## config.mk

```make
export PLATFORM = sky130hd
export DESIGN_NAME = rd_prefetch
export DESIGN_NICKNAME = d
export VERILOG_FILES = /design/src/rtl/rd_prefetch.sv
export SDC_FILE = /design/constraint.sdc
export NUM_CORES = 1
export LEC_CHECK = 0
export BUFFER_PORTS_ARGS = -buffer_cell sky130_fd_sc_hd__buf_2
export CORE_ASPECT_RATIO = 1.1
export CORE_MARGIN = 2
export CORE_UTILIZATION = 46
export DETAILED_ROUTE_END_ITERATION = 8
export PLACE_DENSITY = 0.88
export SYNTH_ARGS = -nofsm -noshare
export SYNTH_HDL_FRONTEND = slang
export SYNTH_SLANG_ARGS = --single-unit
export TNS_END_PERCENT = 5
```

## constraint.sdc

```tcl
create_clock -name clk -period 2.69 [get_ports clk]
set_input_delay 0.4035 -clock clk [delete_from_list [all_inputs] [get_ports clk]]
set_output_delay 0.4035 -clock clk [all_outputs]
set_load 0.05 [all_outputs]
```

## src/rtl/rd_prefetch.sv

```systemverilog
module rd_prefetch #(
  parameter int AW = 16,
  parameter int CRAM_N = 64,
  parameter int VSRAM_N = 40
) (
  input  logic          clk,
  input  logic          rst_n,
  input  logic          addr_load,
  input  logic [3:0]    code_in,
  input  logic [AW-1:0] addr_in,
  input  logic [7:0]    auto_inc,
  input  logic          slot_free,
  input  logic [15:0]   fifo_last,
  output logic          vram_re,
  output logic [AW-1:0] vram_addr,
  input  logic [7:0]    vram_rdata,
  output logic          cram_re,
  output logic [$clog2(CRAM_N)-1:0] cram_addr,
  input  logic [15:0]   cram_rdata,
  output logic          vsram_re,
  output logic [5:0]    vsram_addr,
  input  logic [15:0]   vsram_rdata,
  input  logic          rd_req,
  output logic          rd_valid,
  output logic [15:0]   rd_data,
  input  logic          rd_ready
);
  localparam int CW = $clog2(CRAM_N);
  localparam logic [15:0] CMASK = 16'h0EEE;
  localparam logic [15:0] VMASK = 16'h07FF;
  localparam logic [15:0] VFILL = 16'hF800;
  localparam logic [3:0] C_VWORD = 4'b0000, C_VBYTE = 4'b1100,
                         C_CRAM = 4'b1000, C_VSRAM = 4'b0100;

  typedef enum logic [1:0] {S_IDLE, S_WAIT, S_VALID} st_t;
  st_t st;

  logic [AW-1:0] addr;
  logic [3:0]    code;
  logic [15:0]   pf;
  logic          fetched, half;

  logic load_ok, fetch_go, is_vw, is_vb, is_cr, is_vs;
  logic [5:0] vs_raw;

  assign load_ok  = addr_load && (st == S_IDLE);
  assign is_vw    = (code == C_VWORD);
  assign is_vb    = (code == C_VBYTE);
  assign is_cr    = (code == C_CRAM);
  assign is_vs    = (code == C_VSRAM);
  assign fetch_go = slot_free && !code[0] && !fetched && !load_ok;

  assign vram_re  = fetch_go && (is_vw || is_vb);
  assign cram_re  = fetch_go && is_cr;
  assign vsram_re = fetch_go && is_vs;

  assign vram_addr  = is_vb ? (addr ^ AW'(1)) :
                      half  ? (addr | AW'(1)) : (addr & ~AW'(1));
  assign cram_addr  = addr[CW:1];
  assign vs_raw     = addr[6:1];
  assign vsram_addr = (int'(vs_raw) >= VSRAM_N) ? 6'd0 : vs_raw;
  assign rd_valid   = (st == S_VALID);

  always_ff @(posedge clk) begin
    if (!rst_n) begin
      st      <= S_IDLE;
      addr    <= '0;
      code    <= 4'b0001;
      pf      <= '0;
      fetched <= 1'b0;
      half    <= 1'b0;
      rd_data <= '0;
    end else begin
      if (load_ok) begin
        addr    <= addr_in;
        code    <= code_in;
        fetched <= 1'b0;
        half    <= 1'b0;
      end else if (vram_re && is_vw) begin
        if (!half) begin
          pf   <= {vram_rdata, 8'h00};
          half <= 1'b1;
        end else begin
          pf[7:0] <= vram_rdata;
          half    <= 1'b0;
          fetched <= 1'b1;
        end
      end else if (vram_re) begin
        pf      <= {fifo_last[15:8], vram_rdata};
        fetched <= 1'b1;
      end else if (cram_re) begin
        pf      <= (cram_rdata & CMASK) | (fifo_last & ~CMASK);
        fetched <= 1'b1;
      end else if (vsram_re) begin
        pf      <= (vsram_rdata & VMASK) | (fifo_last & VFILL);
        fetched <= 1'b1;
      end

      case (st)
        S_IDLE: if (rd_req && !addr_load) begin
          if (code[0]) begin
            rd_data <= '0;
            st      <= S_VALID;
          end else begin
            st <= S_WAIT;
          end
        end
        S_WAIT: if (fetched) begin
          rd_data <= pf;
          fetched <= 1'b0;
          addr    <= addr + AW'(auto_inc);
          st      <= S_VALID;
        end
        S_VALID: if (rd_ready) st <= S_IDLE;
        default: st <= S_IDLE;
      endcase
    end
  end

  assert_one_port_R1: assert property (@(posedge clk) disable iff (!rst_n)
    $onehot0({vram_re, cram_re, vsram_re}));

  assert_half_excl_R2: assert property (@(posedge clk) disable iff (!rst_n)
    !(fetched && half));

  assert_vsram_bound_R5: assert property (@(posedge clk) disable iff (!rst_n)
    vsram_re |-> (int'(vsram_addr) < VSRAM_N));

  assert_valid_after_fetch_R7: assert property (@(posedge clk) disable iff (!rst_n)
    (st == S_WAIT && fetched) |=> rd_valid);

  assert_hold_R8: assert property (@(posedge clk) disable iff (!rst_n)
    (rd_valid && !rd_ready) |=> (rd_valid && $stable(rd_data)));

  assert_no_load_busy_R9: assert property (@(posedge clk) disable iff (!rst_n)
    (st == S_VALID && addr_load) |=> $stable(code));
endmodule

```

==> flow_metrics.tcl, run 1 <==
set metrics [dict create \
    drt_wl_total_mm 9.172 \
    via_per_inst 5.817 \
    ys_ff_latch 56 \
    power_density_mw_per_mm2 480.9 \
    critPathTopFamily "simple AND/OR/NAND/NOR gates" \
    cp-startpoint "code[0]" \
    syn_area_mm2 0.003264 \
    dieArea_mm2 0.007787 \
    row_count 32 \
    num_antenna_cells 0 \
    seq_area_mm2 0.001121 \
    core_area_mm2 0.006927 \
    path_cells "nor4b_2 > nand2_1 > a21oi_1 > buf_2" \
    rsz0062_at_grt "false" \
    multi_input_area_mm2 0.001851 \
    hold_violations 0 \
    crit_slowest_cell "dfxtp_1" \
    die_x_um 84.32 \
    ios 138 \
    worst_ep_arrival_time_ns 1.99 \
    endpoint "vram_re" \
    cp.required_ns 2.29 \
    finalSetupViolCount 0 \
    ys_async_sr_fraction_pct 0 \
    grt_pass1_vias 3220 \
    yosys.area.top_type "dfxtp_1" \
    clock.fmax_ghz 0.4181 \
    synth_flop_cell "dfxtp_1" \
    drtPass1Iterations 4 \
    grt_pass1_wl_mm 14.99 \
    root_buffer "clkbuf_8" \
    synth_top_area_share_pct 34.34 \
    syn_inst 419 \
    clkSinkCount 56 \
    path_clk_slew_ns 0.10 \
    fp.dieH_um 92.35 \
    cts_buffers 5 \
    drc_errors 0 \
    gr-total-overflow 0 \
    synth_seq_area_share_pct 34.34 \
    grt_start_max_net_pins 47 \
    cts_tree "built" \
    dp_cells 581 \
    slew_viol_final 0 \
    cp_max_fo 13 \
    drtIter0Drc 326 \
    status "finished, final reports clean" \
    mostFrequentLayoutCells "buf_2, nand2_1, dfxtp_1" \
    avgSynthCellArea_um2 7.791 \
    leakage_nw 1.649 \
    portBuffers 119 \
    routedWlPerCell_um 15.57 \
    cp.depth 4 \
    yosys_warnings 0 \
    slowest_delay_ns 0.48 \
    place_congestion 0.9302 \
    place_worst_setup_slack_ns 0.2296 \
    min_period_ns 2.392 \
    endpoint_kind "output port" \
    r2r_end "addr[12]" \
    grt_usage_pct 23.36 \
    synthTopCellsByArea "dfxtp_1, nand2_1, a21oi_1" \
    ys_types 56 \
    reg2reg_from "addr[0]" \
    layout_commonest_cell "buf_2" \
    synth_edf_count 0 \
    initial_core_util_pct 47.13 \
    fin_crit_sh_pct 88.91 \
    worst_slew_pin_slew_ns 0.6668 \
    rr_worst_depth 7 \
    cts_max_path_buffers 2 \
    critPathBufInv 1 \
    vias 3426 \
    path_class "reg2out" \
    ant_nets 0 \
    fin_cells 589 \
    cts_hold_buf 0 \
    fill_cells 649 \
    place_hpwl_mm 6.776 \
    skew_ns 0.008958 \
    cp-start-kind "register" \
    nets 602 \
    h-tree-depth 2 \
    synth_nets 518 \
    cap_viol_max_count 0 \
    insertion_delay_ns 0.32 \
    reg2reg_slack_ns 0.39 \
    antenna_found_initial 0 \
    finalWorstSetupSlack_ns 0.2982 \
    ir_worst_vdd_mv 0.2939 \
    min_path_type "in2reg" \
    area_delta_synth_final_pct 18.17 \
    drive_gt1_share_pct 29.76 \
    maxSlewHeadroom_pct 55.31 \
]
==> synth_stat cells (all sizes together) (2+ instances only) <==
master and count:
inv 4, o211ai 4, nor3b 2, nand3 31
dfxtp 56, a21o 6, and3 6, a21oi 38
a311oi 11, ha 8, a222oi 7, or3 4
nor4b 3, o21ai 17, clkbuf 23, a22oi 4
nand4 3, mux2 2, nor2 25, a31oi 5
xnor2 2, nor3 6, nor2b 6, o22ai 4
buf 29, xor2 5, nand2b 5, a211oi 8
a221oi 2, and2 6, nand2 71
==> sequential cells by signal, indices dropped and copies added (netlist names) <==
| name | count |
|---|---|
| half | 1 |
| pf | 16 |
| fetched | 1 |
| addr | 16 |
| rd_data | 16 |
| code | 4 |
| st | 2 |
==> timing repair <==
item	in CTS	in global routing
resized for setup	0	1
endpoints found under the setup margin	0	2
buffers inserted	0	0
==> report_power, final <==
group	switching [mW]	internal [mW]
Combinational	0.295	0.160
Clock	0.301	0.191
Sequential	0.0459	0.862
Total	0.642	1.21
==> through the flow <==
step / utilization, % / instance area, um2 / hold slack, ns / power [mW] / setup TNS (ns)
after detailed placement: 54.24 / 3757 / 0.4448 / 1.375 / 0
after global routing: 55.69 / 3857 / 0.3047 / 1.944 / 0
after floorplan: - / 3271 / 0.4448 / 1.263 / -0.07833
after CTS: 55.60 / 3851 / 0.2930 / 1.868 / 0
after global placement: 54.24 / 3757 / 0.4357 / 1.363 / 0
final: 55.69 / 3857 / 0.2995 / 1.855 / 0
==> tightest hold or removal path: cells and delay by family <==
family,cells,cell delay (ns)
buffers and inverters,1,0.08
AND/OR/NAND/NOR,2,0.10
==> per-layer routing <==
layer	global-route usage (%)	up-vias	share of wire, %
met5	0	-	0
met4	9.946	0	2.9
met3	4.902	29	8.1
met2	40.15	176	49
met1	28.17	1566	40
li1	-	1655	-
==> worst min path at each step <==
stage	start	depth (start not counted)	endpoint	slack, ns
after global placement	rd_data[1]	2	rd_data[1]	0.44
after global routing	code_in[3]	3	code[3]	0.30
after detailed placement	rd_data[11]	2	rd_data[11]	0.44
after floorplan	pf[7]	2	rd_data[7]	0.44
final	code_in[0]	3	code[0]	0.30
after CTS	code_in[0]	3	code[0]	0.29
==> cell type report <==
cell class | count | share of cell area [%]
Clock inverter | 3 | 0.6487
Clock buffer | 5 | 1.784
Sequential cell | 56 | 29.06
Inverter | 4 | 0.3892
Multi-Input combinational cell | 307 | 47.97
Timing Repair Buffer | 129 | 17.39
Tap cell | 85 | 2.757
==> logic make-up (layout without fill, tap and decap cells) <==
kind of cell	Yosys count	after routing	share of synthesized area, %
AO/OA/AOI/OAI	113	113	23.73
XOR/XNOR	7	7	1.878
adder cells (fa/ha/maj)	9	9	3.680
buffers and inverters	56	141	9.352
flip-flops	56	56	34.34
multiplexers	2	2	0.6899
AND/OR/NAND/NOR	176	176	26.33
Power figures use the tool's default switching activity.
==> run 2, diff against run 1 <==
--- a/config.mk
+++ b/config.mk
@@ -11,6 +11,7 @@
 export CORE_UTILIZATION = 46
 export DETAILED_ROUTE_END_ITERATION = 8
 export PLACE_DENSITY = 0.88
+export SETUP_SLACK_MARGIN = 0.02
 export SYNTH_ARGS = -nofsm -noshare
 export SYNTH_HDL_FRONTEND = slang
 export SYNTH_SLANG_ARGS = --single-unit
==> constraint.sdc (replaced) <==
create_clock -name clk -period 2.69 [get_ports clk]
set_input_delay 0.269 -clock clk [delete_from_list [all_inputs] [get_ports clk]]
set_output_delay 0.269 -clock clk [all_outputs]
set_load 0.05 [all_outputs]
==> run 2 against run 1 <==
Net effect:
- sequential share of layout area grew 0.076 points
- sequential power is essentially flat
- combinational power is essentially flat
- cell area shrank 0.26%
- clock-buffer cell count is the same
- critical path depth is the same
- maximum frequency shrank 1.3%
- register-to-register slack gained 0.05 ns
- clock power shrank 3%
- power shrank 0.85%
- clock skew grew 0.0021 ns
- critical path type unchanged
- critical endpoint is now vsram_re
==> flow_metrics.tcl, run 2 (synthesis results as in run 1) <==
set metrics [dict create \
    path_cells "nor4b_1 > nand2_1 > nor4b_2 > buf_2" \
    drtPass1Iterations 4 \
    slowest_delay_ns 0.58 \
    root_buffer "clkbuf_8" \
    pwr-share-seq_pct 49.4 \
    insertion_delay_ns 0.31 \
    path_clk_slew_ns 0.10 \
    top_regs "addr x16, pf x16, rd_data x16" \
    row_count 32 \
    hold_violations 0 \
    worst_ep_arrival_time_ns 2.16 \
    min_path_type "in2reg" \
    whs_ns 0.1847 \
    num_antenna_cells 0 \
    nets 602 \
    cts_max_path_buffers 2 \
    tns_ns 0 \
    pwr-share-comb_pct 24.8 \
    slew_viol_final 0 \
    grt_pass1_vias 3336 \
    drive_gt1_share_pct 29.56 \
    dieArea_mm2 0.007787 \
    cp.required_ns 2.42 \
    internal_power_mw 1.208 \
    drtIter0Drc 229 \
    layout_commonest_cell "buf_2" \
    fin_cells 589 \
    grt_start_max_net_pins 47 \
    cts_hold_buf 0 \
    initial_core_util_pct 47.13 \
    cts_tree "built" \
    endpoint_kind "output port" \
    status "finished, final reports clean" \
    critPathTopFamily "simple AND/OR/NAND/NOR gates" \
    ant_nets 0 \
    maxSlewHeadroom_pct 58.24 \
    core_area_mm2 0.006927 \
    crit_slowest_cell "nor4b_1" \
    ir_worst_vdd_mv 0.2660 \
    rsz0062_at_grt "false" \
    cts_buffers 5 \
    clock.fmax_ghz 0.4125 \
    drc_errors 0 \
    antenna_found_initial 0 \
    leakage_nw 1.647 \
    ios 138 \
    cp-start-kind "register" \
    gr-total-overflow 0 \
    dp_cells 581 \
    power_density_mw_per_mm2 478.0 \
    h-tree-depth 2 \
    fill_cells 650 \
    vias 3416 \
    p_clk_share_pct 25.8 \
    fp.dieH_um 92.35 \
    mostFrequentLayoutCells "buf_2, nand2_1, dfxtp_1" \
    finish.utilization_pct 55.55 \
    skew_ns 0.01103 \
    grt_pass1_wl_mm 14.95 \
    critPathBufInv 1 \
    worst_slew_pin_slew_ns 0.6230 \
    place_congestion 0.9160 \
    place_hpwl_mm 6.811 \
    p_sw_share_pct 34.33 \
    drt_wl_total_mm 9.184 \
    cap_viol_max_count 0 \
    path_class "reg2out" \
    grt_usage_pct 23.27 \
    cp_max_fo 13 \
    portBuffers 119 \
    fin_crit_sh_pct 90.12 \
    area_delta_synth_final_pct 17.86 \
    clkSinkCount 56 \
    via_per_inst 5.800 \
    routedWlPerCell_um 15.59 \
    min_period_ns 2.424 \
    p_sw_mw 0.6314 \
    finalSetupViolCount 0 \
    post-cts-setup-buffers 0 \
    die_x_um 84.32 \
    cts_resized 0 \
]
## run 2: stage by stage
step                total power [mW]  area, um2  setup slack [ns]
finish                         1.839       3847            0.2659
global route                   1.933       3847           0.05108
CTS                            1.846       3847            0.2609
detailed placement             1.377       3757            0.4142
global placement               1.364       3757            0.4631
floorplan                      1.263       3271           0.05617
## run 2: worst paths after layout
check	start	to	slack [ns]	cells past startpoint
setup / recovery	code[0]	vsram_re	0.27	4
setup reg to reg	addr[0]	addr[12]	0.44	7
hold / removal	code_in[0]	code[0]	0.18	3
hold reg to reg	rd_data[15]	rd_data[15]	0.46	2
## run 2: cell type report
cell class	count	area (um2)	share of cell area, %
clock inverters	3	21.27	0.5528
multi-input cells	307	1844	47.93
well taps	85	106.4	2.764
inverters	4	15.01	0.3902
flip-flops and latches	56	1121	29.14
repair buffers	129	670.6	17.43
clock buffers	5	68.82	1.789
## run 2: power groups by stage
stage                     logic, mW  registers (mW)  clock network, mW
after floorplan               0.357           0.905                  0
after global placement        0.441           0.923                  0
after detailed placement      0.450           0.926                  0
after CTS                     0.454           0.907              0.485
after global routing          0.492           0.915              0.526
final                         0.456           0.908              0.475
## run 2: metal layers
metal	part of all wire, %	routed length [um]	vias to the layer above	GRT usage [%]
met3	6.3	574	16	4.278
met4	2.0	187	0	6.989
met5	0	0	-	0
li1	-	-	1659	-
met1	42	3834	1601	28.02
met2	50	4587	140	41.93
## run 2: worst reg2reg max path: stages (launching register included)
cell      delay [ns]
dfxtp_1         0.34
ha_1            0.22
fa_1            0.41
a21o_1          0.21
a221o_1         0.37
a22oi_1         0.36
nand4_1         0.15
o211ai_1        0.12
